File: src/rtl/gpio_irq_pkg.sv
package gpio_irq_pkg;
  localparam int unsigned LVL_W  = 3;
  localparam int unsigned DATA_W = LVL_W + 5;
  // Bit positions fixed by the register layout
  localparam int unsigned POL_B  = DATA_W - 1;
  localparam int unsigned MODE_B = DATA_W - 2;
  localparam int unsigned STAT_B = DATA_W - 3;
  localparam int unsigned IEN_B  = DATA_W - 4;
  localparam int unsigned CLR_B  = DATA_W - 5;

  typedef struct packed {
    logic             pol;
    logic             edge_mode;
    logic             ien;
    logic [LVL_W-1:0] lvl;
  } cfg_t;
endpackage

File: src/rtl/gpio_irq_sync.sv
module gpio_irq_sync #(
  parameter int unsigned STAGES = 2
) (
  input  logic clk_i,
  input  logic rst_ni,
  input  logic d_i,
  output logic q_o
);
  logic [STAGES-1:0] chain_q;

  generate
    if (STAGES == 1) begin : g_single
      always_ff @(posedge clk_i or negedge rst_ni) begin
        if (!rst_ni) chain_q <= '0;
        else         chain_q <= d_i;
      end
    end else begin : g_multi
      always_ff @(posedge clk_i or negedge rst_ni) begin
        if (!rst_ni) chain_q <= '0;
        else         chain_q <= {chain_q[STAGES-2:0], d_i};
      end
    end
  endgenerate

  assign q_o = chain_q[STAGES-1];
endmodule

File: src/rtl/gpio_irq_detect.sv
module gpio_irq_detect (
  input  logic clk_i,
  input  logic rst_ni,
  input  logic sync_i,      // synchronised pin
  input  logic pol_eff_i,   // polarity in force this cycle
  input  logic edge_eff_i,  // edge mode in force this cycle
  input  logic clr_i,       // clear strobe written this cycle
  output logic status_o
);
  logic sensed, sensed_prev_q, edge_hit, status_q;

  assign sensed   = sync_i ^ pol_eff_i;
  // prev holds the value sensed under the polarity of its own cycle,
  // so a polarity flip can register as an edge
  assign edge_hit = sensed & ~sensed_prev_q;

  always_ff @(posedge clk_i or negedge rst_ni) begin
    if (!rst_ni) begin
      sensed_prev_q <= 1'b0;
      status_q      <= 1'b0;
    end else begin
      sensed_prev_q <= sensed;
      if (!edge_eff_i)   status_q <= sensed;
      else if (clr_i)    status_q <= 1'b0;
      else if (edge_hit) status_q <= 1'b1;
    end
  end

  assign status_o = status_q;

  p_clear_wins_r7: assert property (@(posedge clk_i) disable iff (!rst_ni)
    (edge_eff_i && clr_i) |=> !status_o);

  p_sticky_r5: assert property (@(posedge clk_i) disable iff (!rst_ni)
    (edge_eff_i && !clr_i && status_o) |=> status_o);

  p_level_track_r3: assert property (@(posedge clk_i) disable iff (!rst_ni)
    !edge_eff_i |=> (status_o == ($past(sync_i) ^ $past(pol_eff_i))));
endmodule

File: src/rtl/gpio_irq_ctrl.sv
module gpio_irq_ctrl
  import gpio_irq_pkg::*;
#(
  parameter int unsigned SYNC_STAGES = 2
) (
  input  logic              clk_i,
  input  logic              rst_ni,
  input  logic              wr_en_i,
  input  logic [DATA_W-1:0] wr_data_i,
  output logic [DATA_W-1:0] rd_data_o,
  input  logic              pin_i,
  output logic              irq_o,
  output logic [LVL_W-1:0]  irq_level_o
);
  cfg_t cfg_q;
  logic pin_sync, status, pol_eff, edge_eff, clr_wr;

  always_ff @(posedge clk_i or negedge rst_ni) begin
    if (!rst_ni) begin
      cfg_q <= '0;
    end else if (wr_en_i) begin
      cfg_q.pol       <= wr_data_i[POL_B];
      cfg_q.edge_mode <= wr_data_i[MODE_B];
      cfg_q.ien       <= wr_data_i[IEN_B];
      cfg_q.lvl       <= wr_data_i[LVL_W-1:0];
    end
  end

  // A write's new mode and polarity govern detection in its own cycle
  assign pol_eff  = wr_en_i ? wr_data_i[POL_B]  : cfg_q.pol;
  assign edge_eff = wr_en_i ? wr_data_i[MODE_B] : cfg_q.edge_mode;
  assign clr_wr   = wr_en_i & wr_data_i[CLR_B];

  gpio_irq_sync #(.STAGES(SYNC_STAGES)) i_sync (
    .clk_i  (clk_i),
    .rst_ni (rst_ni),
    .d_i    (pin_i),
    .q_o    (pin_sync)
  );

  gpio_irq_detect i_detect (
    .clk_i      (clk_i),
    .rst_ni     (rst_ni),
    .sync_i     (pin_sync),
    .pol_eff_i  (pol_eff),
    .edge_eff_i (edge_eff),
    .clr_i      (clr_wr),
    .status_o   (status)
  );

  assign rd_data_o   = {cfg_q.pol, cfg_q.edge_mode, status, cfg_q.ien, 1'b0, cfg_q.lvl};
  assign irq_level_o = cfg_q.lvl;
  assign irq_o       = cfg_q.ien & status & (|cfg_q.lvl);

  p_lvl_zero_quiet_r10: assert property (@(posedge clk_i) disable iff (!rst_ni)
    (irq_level_o == '0) |-> !irq_o);

  p_cfg_hold_r2: assert property (@(posedge clk_i) disable iff (!rst_ni)
    !wr_en_i |=> ($stable(rd_data_o[POL_B:MODE_B]) && $stable(irq_level_o)));

  p_clr_reads_zero_r2: assert property (@(posedge clk_i) disable iff (!rst_ni)
    wr_en_i |=> !rd_data_o[CLR_B]);
endmodule

File: config.mk
export PLATFORM = sky130hd
export DESIGN_NAME = gpio_irq_ctrl
export DESIGN_NICKNAME = d
export VERILOG_FILES = /design/src/rtl/gpio_irq_pkg.sv /design/src/rtl/gpio_irq_sync.sv /design/src/rtl/gpio_irq_detect.sv /design/src/rtl/gpio_irq_ctrl.sv
export SDC_FILE = /design/constraint.sdc
export NUM_CORES = 1
export LEC_CHECK = 0
export BUFFER_PORTS_ARGS = -buffer_cell sky130_fd_sc_hd__buf_4
export CAP_MARGIN = 10
export CORE_AREA = 2 2 39 41
export CTS_CLUSTER_SIZE = 24
export DETAILED_ROUTE_END_ITERATION = 8
export DIE_AREA = 0 0 41 43
export PLACE_DENSITY = 0.61
export SLEW_MARGIN = 30
export SYNTH_ARGS = -nofsm -noshare
export SYNTH_HDL_FRONTEND = slang
export SYNTH_SLANG_ARGS = --single-unit
File: constraint.sdc
create_clock -name clk_i -period 1.6 [get_ports clk_i]
set_input_delay 0.32 -clock clk_i [delete_from_list [all_inputs] [get_ports clk_i]]
set_output_delay 0.32 -clock clk_i [all_outputs]
set_load 0.005 [all_outputs]
# == Word level (Yosys, flattened, before mapping) ==
# Index checks and enable logic that the tools add are counted.
# totals
mem_count,0
output_inout_bits,12
word_cells,20
ram_bits,0
in_bits,12
register_bits,10
latch_bits,0
romBits,0
# op_classes
bitwise_logic,6
magnitude_cmp,0
n_mux,5
div_mod_pow,0
reduce_logical,1
addsub,0
multipliers,0
shifts,0
eq_ne,1
# ops
cell,n
2-to-1 mux 1 bit,5
bitwise AND 1 bit,4
"inequality test 3 bit, second input constant",1
OR reduction 3 bit,1
NOT 1 bit,1
XOR 1 bit,1

# == Logic depth before layout (Yosys ltp) ==
# depth
word_depth,6
mapped_depth,4
ltp_nobuf,3

# == Cells and area by module ==
# A second synthesis with hierarchy kept.
# hier_totals
hier_cells,31
hier_area_um2,440.4
# modules_own_cells
module,seq_area_each_um2,area_per_inst_um2,cells_each,n_inst
gpio_irq_ctrl,150.1,310.3,21,1
gpio_irq_detect,50.0,80.1,8,1
gpio_irq_sync,50.0,50.0,2,1

# == Least setup slack after synthesis ==
# No wires, ideal clock.
# synth_timing
path_kind,in2reg
startpoint,input wr_en_i
endpoint,register i_detect.status_q (netlist: i_detect.status_o)
slack_ns,0.465
setup_time_ns,0.122
arrival_time_ns,1.013
required_ns,1.478
n_path_buf,1
stages,3
cell_sequence,buf_6 -> mux2_2 -> a32o_1
# synth_between
elab_chain_len,4
word_cells_on_any_way,8
cone_classes,1 x eq/ne; 4 x mux; 3 x bitwise
# synth_rtl
item,line_no,text
from (decl),gpio_irq_ctrl.sv:8,"input logic wr_en_i,"
2-to-1 mux 1 bit,gpio_irq_ctrl.sv:30,assign pol_eff = wr_en_i ? wr_data_i[POL_B] : cfg_q.pol;
XOR 1 bit,gpio_irq_detect.sv:12,assign sensed = sync_i ^ pol_eff_i;
bitwise AND 1 bit,gpio_irq_detect.sv:15,assign edge_hit = sensed & ~sensed_prev_q;
inequality test 3 bit (no line),-,
to (signal assigned),gpio_irq_detect.sv:23,if (!edge_eff_i) status_q <= sensed;
to (decl),gpio_irq_detect.sv:10,"logic sensed, sensed_prev_q, edge_hit, status_q;"
# Several ways; a longest one is shown, not always the timed one.
# A chain may end at the register's enable or synchronous reset.

# == Worst setup path after layout ==
# layout_timing
startpoint,"register cfg_q, in the netlist irq_level_o[1]"
endpoint,output irq_o
# layout_between
elab_chain_len,2
# layout_rtl
item,line_no,text
from (decl),gpio_irq_ctrl.sv:15,cfg_t cfg_q;
OR reduction 3 bit,gpio_irq_ctrl.sv:53,assign irq_o = cfg_q.ien & status & (|cfg_q.lvl);
bitwise AND 1 bit,gpio_irq_ctrl.sv:53,
to (decl),gpio_irq_ctrl.sv:12,"output logic irq_o,"
# Every way passes these cells.

==> summary.md <==
| Metric | Value |
|---|---|
| TritonCTS Sinks | 10 |
| Chip width | 41 um |
| Placer Congestion | 0.583 |
| Avg Cell Area, Syn | 14.6 um^2 |
| Unrepaired setup endpoints after global routing | false |
| R2R cell count | 2 |
| Cells after Synth | 30 |
| Vias | 291 |
| Largest fanout on the critical path | 4 |
| CORE AREA | 1380 um^2 |
| Number of fill cells | 138 |
| Root buf cell | clkbuf_4 |
| VDD IR max | 604 uV |
| Final hold vios | 0 |
| Yosys reg bits | 10 |
| GRT busiest layer | met2 |
| TritonCTS clock tree | yes |
| Seq/Total Area, Yosys | 57.3% |
| Met3 Use GR | 9.42% |
| Total gr overflow | 0 |
| Yosys cell types | 13 |
| Final Slew Violations | 0 |
| Nets | 63 |
| Largest net degree at the start of global routing | 11 |
| Fmax | 686 MHz |
| H-tree depth | 1 |
| # IOs | 24 |
| First-pass iteration count of the detailed router | 4 |
| Worst r2r src | rd_data_o[6] |
| Seq. cell area | 250 um^2 |
| R2r setup slk | 0.59 ns |
| Hold Crit Start | pin_i |
| Crit path time final | 1.46 ns |
| Antenna violations before repair | 0 |
| Synth Warn # | 0 |
| Area of the multi-input gates | 134 um^2 |
| Starting Density | 31.6% |
| First-pass GRT wire length | 993 um |
| N_diodes | 0 |
| Die extent in y | 43 um |
| Starting DRT DRC Count | 3 |
| RR Endpoint | i_detect.status_o |
| CP startpoint kind | flop |
| Setup bufs post-CTS | 0 |
| Hold path depth | 1 |
| Fraction of layout cells with a size suffix above 1 | 59.2% |
| Status | finished, final reports clean |
| GR Util All Layers | 8.97% |
| Worst EP required | 1.28 ns |
| Leakage | 0.295 nW |
| Max-cap viol count | 0 |
| M2 GR Usage | 11.6% |
| Synth Net Count | 42 |
| Vias in the first global route | 250 |
| Detail Route Antenna Nets | 0 |
| Number of remaining DRC errors | 0 |
| Die footprint | 1760 um^2 |
| DRT Wirelength | 690 um |
| CP endpoint kind | output port |
| Clk_skew | 0.0128 ns |
| Power per cell area | 984 nW/um^2 |
| Synthesis-to-finish area growth | 37.0% |
| Hold Path Class | input port to flop |
| Final setup fails | 0 |
| Num CTS Buffers | 3 |
| Syn Std Cell Area | 437 um^2 |
| Met1 usage | 11.1% |
| Total power | 0.588 mW |
| WL per Instance | 10.6 um |
| Row count | 14 |
| IO Port Bufs | 21 |
| Arr. time, crit path | 1.14 ns |
| Setup TNS | 0 ns |
| Clock-pin slew on the worst setup and hold paths | 0.05 ns |
| Worst-case clock buffer depth | 2 |
| Clock Latency Late Sink | 0.26 ns |
| Tcrit/Tclk final | 91.1% |
| DR vias/cell | 4.48 |
| Hold EP | i_sync.chain_q[0] |
| Critical path class | flop to output port |
[registers in the layout, summed over array words and instances (netlist names)]
| name | flops |
|---|---|
| i_detect.sensed_prev_q | 1 |
| i_detect.status_o | 1 |
| rd_data_o | 3 |
| i_sync.chain_q | 2 |
| irq_level_o | 3 |
[cell usage after synthesis]
cell type,instances,area share (%)
dfrtp_1,10,57
buf_4,5,8.6
mux2_2,3,7.7
mux2_1,2,5.2
nand2_1,2,1.7
a21o_1,1,1.7
a32o_1,1,2.3
buf_6,1,2.6
conb_1,1,0.86
inv_1,1,0.86
mux2i_4,1,5.2
o311a_1,1,2.3
xnor2_2,1,3.7
[metrics by stage]
stage               utilization [%]  hold slack (ns)  instances  area, um^2  setup slack, ns
finish                         43.2            0.177         65         598            0.143
global route                   43.2            0.151         65         598           0.0876
CTS                            43.2            0.167         65         598            0.129
detailed placement             40.9            0.157         61         566            0.380
global placement               40.9            0.155         61         566            0.383
floorplan                         -           0.0244         30         437            0.465
[worst max-delay path, stage by stage, from the launching register on]
cell     delay (ns)
dfrtp_1        0.40
o311a_1        0.35
buf_4          0.13
[timing repair]
action | CTS | global route
endpoints found under the hold margin | 10 | 0
hold buffers | 1 | 0
resized for setup | 0 | 0
[cells in the final DEF, fill, tap and decap left out, drive strengths merged]
master        n
conb          1
xnor2         1
dfrtp        10
o311a         1
buf          21
mux2          5
a21o          1
inv           1
mux2i         1
nand2         2
dlygate4sd3   1
clkbuf        3
a32o          1
[layer usage]
layer	vias to the layer above	wire [um]
li1	134	-
met1	146	271
met2	11	350
met3	0	67
met4	0	0
met5	-	0
[report_power, final]
part	total (mW)	internal (mW)	switching (mW)
logic	0.125	0.0838	0.0409
registers	0.301	0.280	0.0205
clock network	0.163	0.0862	0.0766
[layout make-up]
cell class / count / area share [%]
inverter: 1 / 0.628
clock buffer: 3 / 3.77
multi-input combinational: 13 / 22.4
timing repair buffer: 22 / 28.0
tap: 16 / 3.35
sequential: 10 / 41.8
[logic make-up after synthesis]
logic type / share of synthesized area, %
other cells: 0.859
mux: 18.1
compound gates: 6.30
simple gates: 1.72
buf+inv: 12.0
flops: 57.3
xor+xnor: 3.73
[worst max path at each step]
stage	to	startpoint	cells after the start	slack (ns)
2_1_floorplan	i_detect.status_o	wr_en_i	3	0.46
3_3_place_gp	i_detect.status_o	wr_en_i	3	0.38
3_5_place_dp	i_detect.status_o	wr_en_i	3	0.38
4_1_cts	irq_o	irq_level_o[1]	2	0.13
5_1_grt	irq_o	irq_level_o[1]	2	0.09
6_report	irq_o	irq_level_o[1]	2	0.14
No activity file was read; power rests on OpenSTA's default activity.
